`config.mk`:
```
export PLATFORM = sky130hd
export DESIGN_NAME = bitfield_unit
export DESIGN_NICKNAME = d
export VERILOG_FILES = /design/src/rtl/bfu_pkg.sv /design/src/rtl/bfu_field_mask.sv /design/src/rtl/bfu_extract.sv /design/src/rtl/bfu_insert.sv /design/src/rtl/bitfield_unit.sv
export SDC_FILE = /design/constraint.sdc
export NUM_CORES = 1
export LEC_CHECK = 0
export ABC_AREA = 1
export BUFFER_PORTS_ARGS = -buffer_cell sky130_fd_sc_hd__buf_2
export CAP_MARGIN = 20
export CELL_PAD_IN_SITES_DETAIL_PLACEMENT = 1
export CELL_PAD_IN_SITES_GLOBAL_PLACEMENT = 1
export CORE_MARGIN = 2
export CORE_UTILIZATION = 43
export DETAILED_ROUTE_END_ITERATION = 7
export PLACE_DENSITY = 0.95
export RECOVER_POWER = 50
export SYNTH_ARGS = -nofsm -noshare
export SYNTH_HDL_FRONTEND = slang
export SYNTH_SLANG_ARGS = --single-unit
```
`constraint.sdc`:
```
create_clock -name clk -period 1.3 [get_ports clk]
set_clock_uncertainty 0.15 [all_clocks]
set_input_delay 0.26 -clock clk [delete_from_list [all_inputs] [get_ports clk]]
set_output_delay 0.26 -clock clk [all_outputs]
set_load 0.02 [all_outputs]
```
`src/rtl/bfu_pkg.sv`:
```
package bfu_pkg;
   typedef enum logic [1:0] {
      BFU_EXTRACT = 2'b00,
      BFU_INSERT  = 2'b01,
      BFU_SELECT  = 2'b10,
      BFU_SELECT2 = 2'b11
   } bfu_op_e;

   localparam int DESC_BYTE_W = 8;
   localparam int DESC_CALC_W = DESC_BYTE_W + 1;
endpackage

```
`src/rtl/bfu_field_mask.sv`:
```
module bfu_field_mask
   import bfu_pkg::*;
#(
   parameter int W  = 32,
   parameter int IW = $clog2(W)
) (
   input  logic [DESC_BYTE_W-1:0] start,
   input  logic [DESC_BYTE_W-1:0] len,
   output logic [W-1:0]           low_mask,
   output logic [W-1:0]           field_mask,
   output logic [IW-1:0]          top_idx,
   output logic                   in_range,
   output logic                   len_zero
);
   logic [DESC_CALC_W-1:0] room;
   logic [DESC_CALC_W-1:0] eff;

   always_comb begin
      in_range = ({1'b0, start} < DESC_CALC_W'(W));
      len_zero = (len == '0);
      room     = DESC_CALC_W'(W) - {1'b0, start};
      if (!in_range)
         eff = '0;
      else if ({1'b0, len} < room)
         eff = {1'b0, len};
      else
         eff = room;
      for (int i = 0; i < W; i++)
         low_mask[i] = (DESC_CALC_W'(i) < eff);
      field_mask = low_mask << start;
      top_idx    = IW'(eff - DESC_CALC_W'(1));
   end
endmodule

```
`src/rtl/bfu_extract.sv`:
```
module bfu_extract
   import bfu_pkg::*;
#(
   parameter int W          = 32,
   parameter int IW         = $clog2(W),
   parameter bit REVERSE_EN = 1'b1
) (
   input  logic [W-1:0]           word,
   input  logic                   reverse,
   input  logic                   signed_mode,
   input  logic [DESC_BYTE_W-1:0] start,
   input  logic [W-1:0]           low_mask,
   input  logic [IW-1:0]          top_idx,
   input  logic                   in_range,
   input  logic                   len_zero,
   output logic [W-1:0]           result
);
   logic [W-1:0] src;
   logic [W-1:0] shifted;
   logic         sbit;

   generate
      if (REVERSE_EN) begin : g_rev
         logic [W-1:0] flipped;
         always_comb
            for (int i = 0; i < W; i++)
               flipped[i] = word[W-1-i];
         assign src = reverse ? flipped : word;
      end else begin : g_norev
         logic unused_rev;
         assign unused_rev = reverse;
         assign src        = word;
      end
   endgenerate

   always_comb begin
      shifted = src >> start;
      sbit    = signed_mode & shifted[top_idx];
      if (len_zero)
         result = '0;
      else if (!in_range)
         result = (signed_mode && src[W-1]) ? '1 : '0;
      else
         result = (shifted & low_mask) | (sbit ? ~low_mask : '0);
   end
endmodule

```
`src/rtl/bfu_insert.sv`:
```
module bfu_insert
   import bfu_pkg::*;
#(
   parameter int W = 32
) (
   input  logic [W-1:0]           data,
   input  logic [W-1:0]           base,
   input  logic [DESC_BYTE_W-1:0] start,
   input  logic [W-1:0]           field_mask,
   output logic [W-1:0]           result
);
   always_comb
      result = (base & ~field_mask) | ((data << start) & field_mask);
endmodule

```
`src/rtl/bitfield_unit.sv`:
```
module bitfield_unit
   import bfu_pkg::*;
#(
   parameter int W          = 32,
   parameter bit REVERSE_EN = 1'b1,
   parameter bit FLAGS_EN   = 1'b1
) (
   input  logic         clk,
   input  logic         rst_n,
   input  logic         in_valid,
   input  logic [1:0]   in_op,
   input  logic         in_signed,
   input  logic         in_reverse,
   input  logic         in_flag_req,
   input  logic         in_pred,
   input  logic         in_pred_neg,
   input  logic [W-1:0] src_a,
   input  logic [W-1:0] src_b,
   input  logic [W-1:0] src_c,
   output logic         out_valid,
   output logic [W-1:0] out_result,
   output logic         out_flag_we,
   output logic         out_zero,
   output logic         out_sign
);
   localparam int IW = $clog2(W);

   generate
      if (W < 16 || W > 128) begin : g_bad_width
         $error("bitfield_unit: W must lie in 16..128");
      end
   endgenerate

   bfu_op_e                op;
   logic [DESC_BYTE_W-1:0] f_start;
   logic [DESC_BYTE_W-1:0] f_len;
   logic [W-1:0]           low_mask;
   logic [W-1:0]           field_mask;
   logic [IW-1:0]          top_idx;
   logic                   in_range;
   logic                   len_zero;
   logic [W-1:0]           ext_res;
   logic [W-1:0]           ins_res;
   logic [W-1:0]           nxt_res;
   logic                   pred_eff;

   assign op      = bfu_op_e'(in_op);
   assign f_len   = src_b[2*DESC_BYTE_W-1:DESC_BYTE_W];
   assign f_start = src_b[DESC_BYTE_W-1:0];

   bfu_field_mask #(.W(W), .IW(IW)) u_mask (
      .start(f_start), .len(f_len), .low_mask(low_mask),
      .field_mask(field_mask), .top_idx(top_idx),
      .in_range(in_range), .len_zero(len_zero)
   );

   bfu_extract #(.W(W), .IW(IW), .REVERSE_EN(REVERSE_EN)) u_ext (
      .word(src_a), .reverse(in_reverse), .signed_mode(in_signed),
      .start(f_start), .low_mask(low_mask), .top_idx(top_idx),
      .in_range(in_range), .len_zero(len_zero), .result(ext_res)
   );

   bfu_insert #(.W(W)) u_ins (
      .data(src_a), .base(src_c), .start(f_start),
      .field_mask(field_mask), .result(ins_res)
   );

   always_comb begin
      pred_eff = in_pred ^ in_pred_neg;
      unique case (op)
         BFU_EXTRACT: nxt_res = ext_res;
         BFU_INSERT:  nxt_res = ins_res;
         BFU_SELECT,
         BFU_SELECT2: nxt_res = pred_eff ? src_a : src_b;
      endcase
   end

   always_ff @(posedge clk or negedge rst_n) begin
      if (!rst_n) begin
         out_valid  <= 1'b0;
         out_result <= '0;
      end else begin
         out_valid <= in_valid;
         if (in_valid)
            out_result <= nxt_res;
      end
   end

   generate
      if (FLAGS_EN) begin : g_flags
         always_ff @(posedge clk or negedge rst_n) begin
            if (!rst_n) begin
               out_flag_we <= 1'b0;
               out_zero    <= 1'b0;
               out_sign    <= 1'b0;
            end else begin
               out_flag_we <= in_valid & in_flag_req & ~in_op[1];
               if (in_valid) begin
                  out_zero <= (nxt_res == '0);
                  out_sign <= nxt_res[W-1];
               end
            end
         end


         zero_flag_chk: assert property (@(posedge clk) disable iff (!rst_n)
            out_valid |-> (out_zero == (out_result == '0)));
      end else begin : g_noflags
         assign out_flag_we = 1'b0;
         assign out_zero    = 1'b0;
         assign out_sign    = 1'b0;
      end
   endgenerate


   valid_lag_chk: assert property (@(posedge clk) disable iff (!rst_n)
      in_valid |=> out_valid);

   idle_lag_chk: assert property (@(posedge clk) disable iff (!rst_n)
      !in_valid |=> (!out_valid && $stable(out_result)));

   flag_we_gate_chk: assert property (@(posedge clk) disable iff (!rst_n)
      out_flag_we |-> out_valid);

   sel_true_chk: assert property (@(posedge clk) disable iff (!rst_n)
      (in_valid && in_op[1] && (in_pred ^ in_pred_neg)) |=> out_result == $past(src_a));

   ext_len0_chk: assert property (@(posedge clk) disable iff (!rst_n)
      (in_valid && in_op == 2'b00 && src_b[15:8] == 8'd0) |=> out_result == '0);

   ins_len0_chk: assert property (@(posedge clk) disable iff (!rst_n)
      (in_valid && in_op == 2'b01 && src_b[15:8] == 8'd0) |=> out_result == $past(src_c));
endmodule

```
==> results.tsv, run 1 <==
stage	metric	value	unit
logic_synthesis	syn_nets	2095	
logic_synthesis	synth_top_area_share	24.38	%
clocking	postCtsSetupRepairBufs	83	
logic_synthesis	synth.area.top_cells	nand3_1 (24%), nand2_1 (23%), dfrtp_1 (8.7%)	
placement	place_area	0.01349	mm^2
logic_synthesis	synthSimpleGateAreaFrac	59.35	%
clocking	cts_resized	574	
die	start_util	44.08	%
logic_synthesis	ys_types	50	
outcome	outcome	did not finish	
placement	place_congestion	1.237	
logic_synthesis	synth_compound_area_share	16.28	%
placement	place_hpwl	57.93	mm
outcome	firstError	[ERROR DPL-0033] detailed placement checks failed during check placement.	
die	rows	55	
logic_synthesis	synthAdderAreaFrac	1.122	%
logic_synthesis	synth-xor-area-share	0.4362	%
clocking	cts.path.max_buffers	2	
logic_synthesis	synth_edf_count	0	
outcome	failed_stage	clock tree synthesis	
logic_synthesis	yosysTopAreaCell	nand3_1	
logic_synthesis	synth_flop_cell	dfrtp_1	
placement	place_worst_setup_slack	-3.898	ns
clocking	cts_sinks	35	
die	die_h	156.8	um
clocking	htree_levels	2	
clocking	cts_root_buf	clkbuf_16	
clocking	hold_buffers	1	
logic_synthesis	async_reset_ff_share	100.0	%
placement	io_buffers	141	
logic_synthesis	ys_seq_area_share	8.724	%
logic_synthesis	netlist_area	0.01004	mm^2
logic_synthesis	syn-mean-instance-area	5.071	um^2
logic_synthesis	synthMuxAreaShare	1.795	%
logic_synthesis	synth_cells	1980	
die	die_x	156.8	um
die	ioPinCount	142	
logic_synthesis	synth_top_family_by_area	simple AND/OR/NAND/NOR gates	
clocking	cts_buffers	5	
logic_synthesis	yosysWarnings	0	
logic_synthesis	synth-seq-cells	35	
## cell usage after synthesis (6+ instances only)
master / number
a21oi_1: 65
a22oi_1: 7
a31oi_1: 13
buf_1: 41
buf_2: 26
buf_4: 6
clkbuf_1: 66
dfrtp_1: 35
ha_1: 9
inv_1: 152
inv_2: 9
mux2i_1: 18
nand2_1: 625
nand2_2: 7
nand3_1: 489
nand3_2: 6
nand3b_1: 6
nand4_1: 33
nor2_1: 122
nor2_2: 11
o211ai_1: 27
o21ai_0: 111
o21ai_1: 7
o21bai_1: 6
o22ai_1: 25
or2_2: 6
## stage by stage
step                      setup TNS [ns]  instances  utilization [%]
after floorplan                   -96.79       1980                -
after global placement           -100.22       2662            59.24
after detailed placement         -118.95       2662            59.24
## kinds of logic after synthesis
group / count (synthesis)
and+or+nand+nor: 1325
adders and majority gates: 9
AOI/OAI and AO/OA: 281
muxes: 18
xor gates and xnor gates: 5
buffers and inverters: 307
DFF: 35
==> run 2, diff against run 1 <==
Settings changed: CELL_PAD_IN_SITES_DETAIL_PLACEMENT 1 to default, CELL_PAD_IN_SITES_GLOBAL_PLACEMENT 1 to default, CORE_UTILIZATION 43 to 40, PLACE_DENSITY 0.95 to default, PLACE_DENSITY_LB_ADDON from default to 0.15.
==> run 2 against run 1 <==
The flow now finishes, with violations (DRC, setup timing); synthesized area is the same; synthesized cell count is the same.
==> results.tsv, run 2 <==
stage	metric	value	unit
min_path	hp-start	in_flag_req	
drt	ant_nets	0	
placement	dp_cells	2680	
placement	io_buffers	141	
final_layout	mostFrequentLayoutCells	nand2_1 (579), nand3_1 (403), buf_4 (351)	
final_layout	top_register	out_result	
grt	grt_remaining_overflow	0	
timing	drv_slew	0	
timing	max_slew_margin	21.44	%
logic_synthesis	syn-mean-instance-area	5.071	um^2
logic_synthesis	synth_compound_area_share	16.28	%
logic_synthesis	synth_top_family_by_area	simple AND/OR/NAND/NOR gates	
final_layout	diodes	0	
critical_path	cp-start-kind	input port	
power	p_total	8.885	mW
final_layout	layout-drive-gt1-share	34.75	%
die	rows	57	
clocking	cts_tree	yes	
final_layout	fin_nets	2509	
drt	drc_errors	5	
die	dieArea	0.02638	mm^2
critical_path	slowest_delay	0.34	ns
clocking	clk_latency	0.29	ns
min_path	hold_class	in2reg	
critical_path	r2r_start	out_result[20]	
placement	place_area	0.01366	mm^2
critical_path	critPathRequiredTime	1.38	ns
critical_path	critPathCapture	out_zero	
critical_path	r2r_end	out_result[20]	
logic_synthesis	synth_flop_cell	dfrtp_1	
placement	place_congestion	1.065	
grt	grt_max_degree	94	
logic_synthesis	ys_types	50	
power	power.leakage	7.834	nW
clocking	cts.path.max_buffers	2	
grt	antenna_found_initial	0	
final_layout	finalInstanceArea	0.01544	mm^2
final_layout	fin_util	63.10	%
logic_synthesis	yosysWarnings	0	
final_layout	instances_no_fill	2718	
logic_synthesis	synth_edf_count	0	
final_layout	largest_register_ff_count	32	
clocking	cts_root_buf	clkbuf_16	
critical_path	crit_cells	33	
logic_synthesis	yosysTopAreaCell	nand3_1	
drt	top_layer_used	met4	
final_layout	syn_to_final_growth	53.75	%
timing	worstMarginPinSlew	1.178	ns
drt	route.met3.wl	6.863	mm
critical_path	endpoint_kind	register	
logic_synthesis	synth.area.top_cells	nand3_1 (24%), nand2_1 (23%), dfrtp_1 (8.7%)	
logic_synthesis	yosys-top-cells-count	nand2_1 (625), nand3_1 (489), inv_1 (152)	
die	die_h	162.4	um
critical_path	cp_num_buf_inv	7	
final_layout	num-fill-cells	2371	
critical_path	crit_start	src_b[0]	
power	p_per_area	575.6	mW/mm^2
drt	wl_met2	24.70	mm
drt	first_pass_iters	8	
die	ioPinCount	142	
die	die_x	162.4	um
timing	max_freq	234.7	MHz
logic_synthesis	syn_nets	2095	
power	peakVddDrop	0.6706	mV
timing	tns	-90.05	ns
drt	wl_met1	24.07	mm
logic_synthesis	synth_cells	1980	
timing	final.period_utilization	327.8	%
logic_synthesis	synthSimpleGateAreaFrac	59.35	%
critical_path	cp.arrival	4.34	ns
clocking	path_clk_slew	0.06	ns
placement	place_hpwl	46.37	mm
grt	grt_usage	44.15	%
drt	routed_via_density	5.971	
critical_path	ff2ff_setup_slack	0.37	ns
drt	routed_wl	59.67	mm
logic_synthesis	synth.most_common_cell	nand2_1	
clocking	htree_levels	2	
outcome	outcome	finished with violations	
drt	drt-wirelength-per-cell	21.95	um
critical_path	crit_path_frequent_cell	nand3_1	
logic_synthesis	netlist_area	0.01004	mm^2
critical_path	criticalPathCategory	in2reg	
logic_synthesis	synthAdderAreaFrac	1.122	%
critical_path	cp_max_fo	8	
drt	num_vias	16230	
critical_path	reg2reg_depth	2	
logic_synthesis	synth-seq-cells	35	
critical_path	slowest_stage	ha_4	
clocking	cts_buffers	5	
grt	first_global_vias	14930	
critical_path	crit_family	simple AND/OR/NAND/NOR gates	
timing	setup_viol	33	
outcome	failed_checks	DRC, setup timing	
die	core-area	0.02446	mm^2
logic_synthesis	synth-xor-area-share	0.4362	%
logic_synthesis	ys_seq_area_share	8.724	%
logic_synthesis	synth_top_area_share	24.38	%
timing	min_period	4.261	ns
logic_synthesis	async_reset_ff_share	100.0	%
final_layout	mostFrequentLayoutCell	nand2_1	
grt	grt_pass1_wl	88.55	mm
drt	drt-initial-drc-count	2502	
timing	grt_setup_unrepaired	true	
timing	fin_ws	-2.961	ns
die	start_util	41.04	%
job	drv_cap	0	
timing	hold_viol	0	
clocking	cts_sinks	35	
logic_synthesis	synthMuxAreaShare	1.795	%
-- run 2: layout make-up --
class	count	area [um^2]	area share (%)
clock buffers	6	138.9	0.8997
multi-input cells	1638	9189	59.53
inverters	165	649.4	4.207
repair buffers	549	4173	27.03
flip-flops and latches	35	875.8	5.674
clock inverters	1	5.005	0.03242
well taps	324	405.4	2.626
-- run 2: kinds of logic (layout without fill, tap and decap cells) --
kind of cell	after synthesis	in the layout
compound gates	281	281
xor+xnor	5	5
fa+ha+maj	9	9
buf+inv	307	721
flops	35	35
mux	18	18
simple gates	1325	1325
-- run 2: what timing repair did --
item	4_1_cts	5_1_grt
endpoints found under the hold margin	35	0
cloned	1	0
hold buffers	1	0
gates resized for setup	228	96
pin swaps	103	36
setup endpoints to repair	33	33
buffers inserted	30	7
-- run 2: report_power, final --
group	total [mW]	switching [mW]	internal, mW
Sequential	1.30	0.0735	1.22
Clock	1.22	0.474	0.748
Combinational	6.36	3.93	2.44
-- run 2: how the worst min path moves through the flow --
| stage | slack, ns | cells after the start | end |
|---|---|---|---|
| 5_1_grt | 0.04 | 3 | out_flag_we |
| 2_1_floorplan | -0.19 | 0 | out_flag_we |
| 6_report | 0.03 | 3 | out_flag_we |
| 3_5_place_dp | 0.08 | 2 | out_result[27] |
| 3_3_place_gp | 0.08 | 2 | out_result[31] |
| 4_1_cts | 0.03 | 3 | out_flag_we |
-- run 2: worst reg2reg max path, delay by kind of cell, from the launching register on --
kind               cells  cell delay (ns)
DFF                    1             0.39
and+or+nand+nor        1             0.21
AOI/OAI and AO/OA      1             0.05
-- run 2: metrics by stage --
| step | hold slack [ns] | setup slack [ns] |
|---|---|---|
| global route | 0.04447 | -3.168 |
| detailed placement | 0.08251 | -3.619 |
| global placement | 0.07668 | -3.588 |
| CTS | 0.02878 | -2.818 |
| floorplan | -0.1856 | -3.169 |
| finish | 0.03063 | -2.961 |
-- run 2: routing by layer --
metal	GRT usage [%]	vias to the layer above
met5	0	-
met4	23.41	0
met3	10.64	200
met2	65.05	1047
met1	59.45	7497
li1	-	7486
No activity file was read; power rests on OpenSTA's default activity.
